<file path="src/rtl/seqrd_pkg.sv">
// Package: shared widths and the bank-priority decode for the sequential-read
// front end. Assumes bank 1 is the highest priority select.
package seqrd_pkg;
    localparam int XW     = 10;
    localparam int YW     = 10;
    localparam int NBANK  = 3;
    localparam int BANKW  = $clog2(NBANK);
    localparam int ADDRW  = XW + YW;

    typedef logic [BANKW-1:0] bank_t;

    // Lowest-numbered low select wins; index 0 when none is low.
    function automatic bank_t bank_pick(input logic [NBANK-1:0] sel_n);
        bank_t b;
        b = '0;
        for (int i = NBANK - 1; i >= 0; i--) begin
            if (!sel_n[i]) b = bank_t'(i);
        end
        return b;
    endfunction
endpackage

</file>
<file path="src/rtl/seqrd_sync.sv">
// Module: two-flop level synchronizer for a vector of asynchronous inputs.
// Assumes each bit is independent; reset value is given per bit.
module seqrd_sync #(
    parameter int           W   = 1,
    parameter logic [W-1:0] RST = '0
) (
    input  logic         clk,
    input  logic         rst_n,
    input  logic [W-1:0] din,
    output logic [W-1:0] lvl
);
    logic [W-1:0] meta;

    // Two-stage capture of the asynchronous inputs.
    always_ff @(posedge clk) begin
        if (!rst_n) begin
            meta <= RST;
            lvl  <= RST;
        end else begin
            meta <= din;
            lvl  <= meta;
        end
    end
endmodule

</file>
<file path="src/rtl/seqrd_edge.sv">
// Module: turns synchronized levels into one-cycle pulses. FALL_MASK picks,
// per bit, a falling-edge (1) or rising-edge (0) detector.
module seqrd_edge #(
    parameter int           W         = 1,
    parameter logic [W-1:0] RST       = '0,
    parameter logic [W-1:0] FALL_MASK = '0
) (
    input  logic         clk,
    input  logic         rst_n,
    input  logic [W-1:0] lvl,
    output logic [W-1:0] pulse
);
    logic [W-1:0] prev;

    // Remember last cycle's level for comparison.
    always_ff @(posedge clk) begin
        if (!rst_n) prev <= RST;
        else        prev <= lvl;
    end

    for (genvar i = 0; i < W; i++) begin : g_det
        if (FALL_MASK[i]) begin : g_fall
            assign pulse[i] = prev[i] & ~lvl[i];
        end else begin : g_rise
            assign pulse[i] = ~prev[i] & lvl[i];
        end
    end
endmodule

</file>
<file path="src/rtl/seqrd_shift.sv">
// Module: serial address register, LSB received first, right-shifting.
// Assumes en is a one-cycle pulse aligned with a synchronized data bit.
module seqrd_shift #(
    parameter int W = 10
) (
    input  logic         clk,
    input  logic         rst_n,
    input  logic         en,
    input  logic         din,
    output logic [W-1:0] q
);
    // Shift a new bit into the top; oldest bit falls off bit 0.
    always_ff @(posedge clk) begin
        if (!rst_n)  q <= '0;
        else if (en) q <= {din, q[W-1:1]};
    end

    assert_hold_idle_R10: assert property (@(posedge clk) disable iff (!rst_n)
        !en |=> $stable(q));
    assert_shift_in_R3: assert property (@(posedge clk) disable iff (!rst_n)
        en |=> (q[W-1] == $past(din)) && (q[W-2:0] == $past(q[W-1:1])));
endmodule

</file>
<file path="src/rtl/seqrd_counter.sv">
// Module: split X/Y address counter. X is the low half, its carry feeds Y,
// and the whole value wraps to zero. A load takes priority over an increment.
module seqrd_counter #(
    parameter int XW = 10,
    parameter int YW = 10
) (
    input  logic          clk,
    input  logic          rst_n,
    input  logic          load,
    input  logic [XW-1:0] load_x,
    input  logic [YW-1:0] load_y,
    input  logic          inc,
    output logic [XW-1:0] cnt_x,
    output logic [YW-1:0] cnt_y
);
    localparam logic [XW-1:0] XMAX = '1;
    localparam logic [YW-1:0] YMAX = '1;

    logic x_carry;
    assign x_carry = (cnt_x == XMAX);

    // Load start address, or step X and ripple its carry into Y.
    always_ff @(posedge clk) begin
        if (!rst_n) begin
            cnt_x <= '0;
            cnt_y <= '0;
        end else if (load) begin
            cnt_x <= load_x;
            cnt_y <= load_y;
        end else if (inc) begin
            cnt_x <= cnt_x + 1'b1;
            if (x_carry) cnt_y <= cnt_y + 1'b1;
        end
    end

    assert_load_R4: assert property (@(posedge clk) disable iff (!rst_n)
        load |=> (cnt_x == $past(load_x)) && (cnt_y == $past(load_y)));
    assert_step_R5: assert property (@(posedge clk) disable iff (!rst_n)
        (inc && !load) |=> {cnt_y, cnt_x} == $past({cnt_y, cnt_x}) + 1'b1);
    assert_wrap_R6: assert property (@(posedge clk) disable iff (!rst_n)
        (inc && !load && cnt_x == XMAX && cnt_y == YMAX) |=> (cnt_x == '0) && (cnt_y == '0));
    assert_idle_R11: assert property (@(posedge clk) disable iff (!rst_n)
        (!inc && !load) |=> $stable({cnt_y, cnt_x}));
endmodule

</file>
<file path="src/rtl/seqrd_front.sv">
// Module: top of the serial-addressed sequential-read front end.
// Synchronizes host strobes, collects the two serial address halves, runs the
// address counter, decodes the bank and gates the registered output bit.
// Assumes the array returns mem_rdata one clock after mem_rd.
module seqrd_front
    import seqrd_pkg::*;
(
    input  logic             clk,
    input  logic             rst_n,
    input  logic             sx_dat,
    input  logic             sx_strb,
    input  logic             sy_dat,
    input  logic             sy_strb,
    input  logic             xfer_strb,
    input  logic             rd_clk,
    input  logic [NBANK-1:0] sel_n,
    output logic             mem_rd,
    output logic [BANKW-1:0] mem_bank,
    output logic [ADDRW-1:0] mem_addr,
    input  logic             mem_rdata,
    output logic             dout,
    output logic             dout_en
);
    localparam int NLVL = NBANK + 6;
    localparam logic [NLVL-1:0] LVL_RST = {{NBANK{1'b1}}, 4'b1111, 2'b00};

    logic [NLVL-1:0] raw, lvl;
    logic [3:0]      pulses;
    logic [NBANK-1:0] sel_s;
    logic active, sx_p, sy_p, xf_p, rd_p;
    logic [XW-1:0] sreg_x, cnt_x;
    logic [YW-1:0] sreg_y, cnt_y;
    logic rd_pend, dout_q;

    assign raw = {sel_n, rd_clk, xfer_strb, sy_strb, sx_strb, sy_dat, sx_dat};

    seqrd_sync #(.W(NLVL), .RST(LVL_RST)) u_sync (
        .clk(clk), .rst_n(rst_n), .din(raw), .lvl(lvl));

    seqrd_edge #(.W(4), .RST(4'b1111), .FALL_MASK(4'b1100)) u_edge (
        .clk(clk), .rst_n(rst_n), .lvl(lvl[5:2]), .pulse(pulses));

    assign sel_s  = lvl[NLVL-1:6];
    assign active = ~&sel_s;
    assign sx_p   = pulses[0] & active;
    assign sy_p   = pulses[1] & active;
    assign xf_p   = pulses[2] & active;
    assign rd_p   = pulses[3] & active;

    seqrd_shift #(.W(XW)) u_sx (
        .clk(clk), .rst_n(rst_n), .en(sx_p), .din(lvl[0]), .q(sreg_x));
    seqrd_shift #(.W(YW)) u_sy (
        .clk(clk), .rst_n(rst_n), .en(sy_p), .din(lvl[1]), .q(sreg_y));

    seqrd_counter #(.XW(XW), .YW(YW)) u_cnt (
        .clk(clk), .rst_n(rst_n), .load(xf_p), .load_x(sreg_x), .load_y(sreg_y),
        .inc(rd_p), .cnt_x(cnt_x), .cnt_y(cnt_y));

    assign mem_rd   = rd_p;
    assign mem_addr = {cnt_y, cnt_x};
    assign mem_bank = bank_pick(sel_s);

    // Track the read in flight and register the returned bit a clock later.
    always_ff @(posedge clk) begin
        if (!rst_n) begin
            rd_pend <= 1'b0;
            dout_q  <= 1'b0;
        end else begin
            rd_pend <= mem_rd;
            if (rd_pend) dout_q <= mem_rdata;
        end
    end

    assign dout    = dout_q;
    assign dout_en = active & ~lvl[5];

    assert_hold_R7: assert property (@(posedge clk) disable iff (!rst_n)
        !rd_pend |=> $stable(dout_q));
    assert_capture_R8: assert property (@(posedge clk) disable iff (!rst_n)
        rd_pend |=> dout_q == $past(mem_rdata));
    assert_bank_range_R9: assert property (@(posedge clk) disable iff (!rst_n)
        mem_bank < BANKW'(NBANK));
    assert_quiet_R10: assert property (@(posedge clk) disable iff (!rst_n)
        (&sel_s) |=> $stable(mem_addr));
endmodule

</file>
<file path="config.mk">
export PLATFORM = sky130hd
export DESIGN_NAME = seqrd_front
export DESIGN_NICKNAME = d
export VERILOG_FILES = /design/src/rtl/seqrd_pkg.sv /design/src/rtl/seqrd_sync.sv /design/src/rtl/seqrd_edge.sv /design/src/rtl/seqrd_shift.sv /design/src/rtl/seqrd_counter.sv /design/src/rtl/seqrd_front.sv
export SDC_FILE = /design/constraint.sdc
export NUM_CORES = 1
export LEC_CHECK = 0
export ABC_AREA = 1
export BUFFER_PORTS_ARGS = -buffer_cell sky130_fd_sc_hd__buf_4
export CORE_ASPECT_RATIO = 1.25
export CORE_UTILIZATION = 50
export DETAILED_ROUTE_END_ITERATION = 8
export GPL_TIMING_DRIVEN = 0
export PLACE_DENSITY = 0.76
export SLEW_MARGIN = 0
export SYNTH_ARGS = -nofsm -noshare
export SYNTH_HDL_FRONTEND = slang
export SYNTH_HIERARCHICAL = 1
export SYNTH_SLANG_ARGS = --single-unit
export TNS_END_PERCENT = 1
</file>
<file path="constraint.sdc">
create_clock -name clk -period 1.39 [get_ports clk]
set_input_delay 0.278 -clock clk [delete_from_list [all_inputs] [get_ports clk]]
set_output_delay 0.278 -clock clk [all_outputs]
set_load 0.05 [all_outputs]
</file>
==> impl_results.md <==
* Met3 wire length at 293 µm
* Routed WL at 6070 µm
* LEAKAGE at 0.00174 µW
* Worst slew margin at 0.536
* Most frequent cells in the layout: nand2_1, inv_1, dfxtp_1, nor2_1, buf_4
* Final Skew at 0.0100 ns
* Starting Density at 0.528
* CP Capture Type: output port
* Worst r2r src: u_edge/prev[3]$_SDFF_PN1_
* Area grow syn2layout at 26.8%
* Max VDD drop at 0.865 mV
* Gr usage total at 0.207
* Post-Syn Area at 2910 µm²
* Crit path to: mem_rd
* Critical path launch point: u_sync/lvl[8]$_SDFF_PN1_
* Hold/Removal Path Class: in -> reg
* CTS Hold Bufs at 0
* Slew Limit Fails at 0
* R2R setup slack at -0.08 ns
* Drc violations at 0
* RSZ-0062 raised after global routing: true
* Final GP Congestion at 0.817
* Placed Cells incl. Taps at 526
* Worst setup SP type: flip-flop
* Final nets at 493
* WL met2 at 2970 µm
* WP data arrival at 1.20 ns
* Die height at 87.3 µm
* Ant. Diodes at 0
* Initial drt markers at 205
* Sequential area share after synthesis at 0.440
* CTS clk-pin slew, worst paths at 0.06 ns
* Distinct cell type count after synthesis at 24
* IO Count at 37
* WL met1 at 2750 µm
* CP Max Fanout at 5
* Fin cells at 548
* Post-synthesis net count at 440
* Status: finished, violations left
* Skew-Pair Late Insertion Delay at 0.34 ns
* Share of cells above drive strength 1 at 0.250
* Largest net degree at the start of global routing at 15
* Fmax at 0.676 GHz
* I/O Buffers at 36
* Clk sinks at 64
* Worst-Margin Slew at 0.697 ns
* # H-tree levels at 3
* R2R Path End: u_cnt/cnt_y[7]$_SDFFE_PN0P_
* Pre-antenna DRT Iters at 4
* Most common cell after layout, fill and taps aside: nand2_1
* Cts bufs inserted at 9
* Avg WL per Cell at 11.1 µm
* Die W at 70.3 µm
* Cells after synthesis at 426
* Global-route wire length before repair at 10,100 µm
* Setup violators final at 15
* FF+latch count, synth at 64
* Syn Area/Cell at 6.83 µm²
* PwrDens at 1080 nW/µm²
* Antenna viol nets, final at 0
* Deepest clock path buffer count at 2
* Row count at 30
* R2r worst-path depth at 10
* Violated checks: setup timing
* Post-Route Utilization at 0.669
* GRT overflow at 0
* Initial antenna violation count at 0
* Final Cycle Share at 1.06
* Max layer used: met4
* Place WS at -0.0862 ns
* Crit path kind: reg -> out
* Detailed Place HPWL at 3980 µm
* Number of global-route vias before repair at 2,346
* Die ar. at 6130 µm²
* Synth warnings at 6
* Tmin final at 1.48 ns
* Number of vias per cell at 4.85
* Vias at 2,657
* Max-Cap Viols at 0
* Req. time, crit path at 1.11 ns
* Core ar. at 5520 µm²
* Hold Fails Final Rpt at 0
* TritonCTS clock tree: yes
* Root buffer cell: clkbuf_8
* Min setup slack post-route at -0.0902 ns
-- cell families (layout without fill, tap and decap cells) --
group           after synthesis  in the layout  share of synthesized area
flops                        64             64                      0.440
fa+ha+maj                     2              2                    0.00859
compound gates               34             34                     0.0653
buf+inv                      92            150                      0.138
simple gates                229            229                      0.333
xor+xnor                      5              5                     0.0150
-- how the worst min path moves through the flow --
| stage | from | endpoint | slack [ns] | cells after the start |
|---|---|---|---|---|
| after floorplan | rst_n | u_edge/prev[2]$_SDFF_PN1_ | 0.35 | 1 |
| after global routing | sel_n[2] | u_sync/meta[8]$_SDFF_PN1_ | 0.1 | 3 |
| after CTS | sx_strb | u_sync/meta[2]$_SDFF_PN1_ | 0.09 | 3 |
| final | sx_strb | u_sync/meta[2]$_SDFF_PN1_ | 0.12 | 3 |
| after detailed placement | u_sync/meta[7]$_SDFF_PN1_ | u_sync/lvl[7]$_SDFF_PN1_ | 0.39 | 2 |
| after global placement | u_sync/meta[4]$_SDFF_PN1_ | u_sync/lvl[4]$_SDFF_PN1_ | 0.38 | 2 |
-- cells in the mapped netlist (all sizes together) --
library cell / number / area, µm²
a21oi: 15 / 75.1
a22oi: 5 / 37.5
a31oi: 2 / 12.5
buf: 9 / 91.3
clkbuf: 3 / 11.3
dfxtp: 64 / 1280
ha: 2 / 25.0
inv: 80 / 300
nand2: 132 / 503
nand3: 29 / 163
nand4: 2 / 12.5
nor2: 66 / 290
o21ai: 10 / 50.1
o21bai: 2 / 15.0
xnor2: 2 / 17.5
xor2: 3 / 26.3
-- repair_timing --
action | 4_1_cts | 5_1_grt
setup buffers | 3 | 3
pin swaps | 3 | 17
cloned | 0 | 0
endpoints found under the setup margin | 21 | 24
gates resized for setup | 15 | 22
-- stage by stage --
stage	setup TNS (ns)	cell area [µm²]	hold WS [ns]	total power, µW
floorplan	-1.06	2960	0.347	2110
global placement	-0.739	3310	0.382	2180
detailed placement	-1.12	3310	0.389	2180
CTS	-0.480	3600	0.0912	4010
global route	-2.42	3690	0.0990	4120
finish	-0.707	3690	0.117	3970
-- state kept, by name (all words and copies together) (netlist names) --
signal       cells
u_cnt/cnt_x     10
u_cnt/cnt_y     10
u_sx/q          10
u_sy/q          10
u_sync/lvl       9
u_sync/meta      9
u_edge/prev      4
dout             1
rd_pend          1
-- worst max-delay path, stage by stage (launching register included) --
cell and delay, ns:
dfxtp_2 0.35, nand3_4 0.12, nand2_4 0.10, clkinvlp_4 0.13
buf_8 0.17
-- routing by layer --
layer,GRT usage,vias up
met3,0.0590,9
met5,0,-
met1,0.251,1184
met4,0.0855,0
met2,0.343,85
li1,-,1379
-- cell type report --
| type | count | area (µm²) |
|---|---|---|
| clock buffer | 15 | 206 |
| buffer | 12 | 108 |
| fill | 493 | 1830 |
| multi-input combinational | 270 | 1320 |
| tap | 64 | 80.1 |
| clock inverter | 1 | 30.0 |
| timing repair buffer | 42 | 334 |
| inverter | 80 | 312 |
| sequential | 64 | 1300 |
-- report_power, final --
part	total [µW]	switching [µW]	internal, µW
clock	1810	688	1120
sequential	1900	27.1	1870
combinational	260	157	103
total	3970	873	3100
No activity file was read; power rests on OpenSTA's default activity.
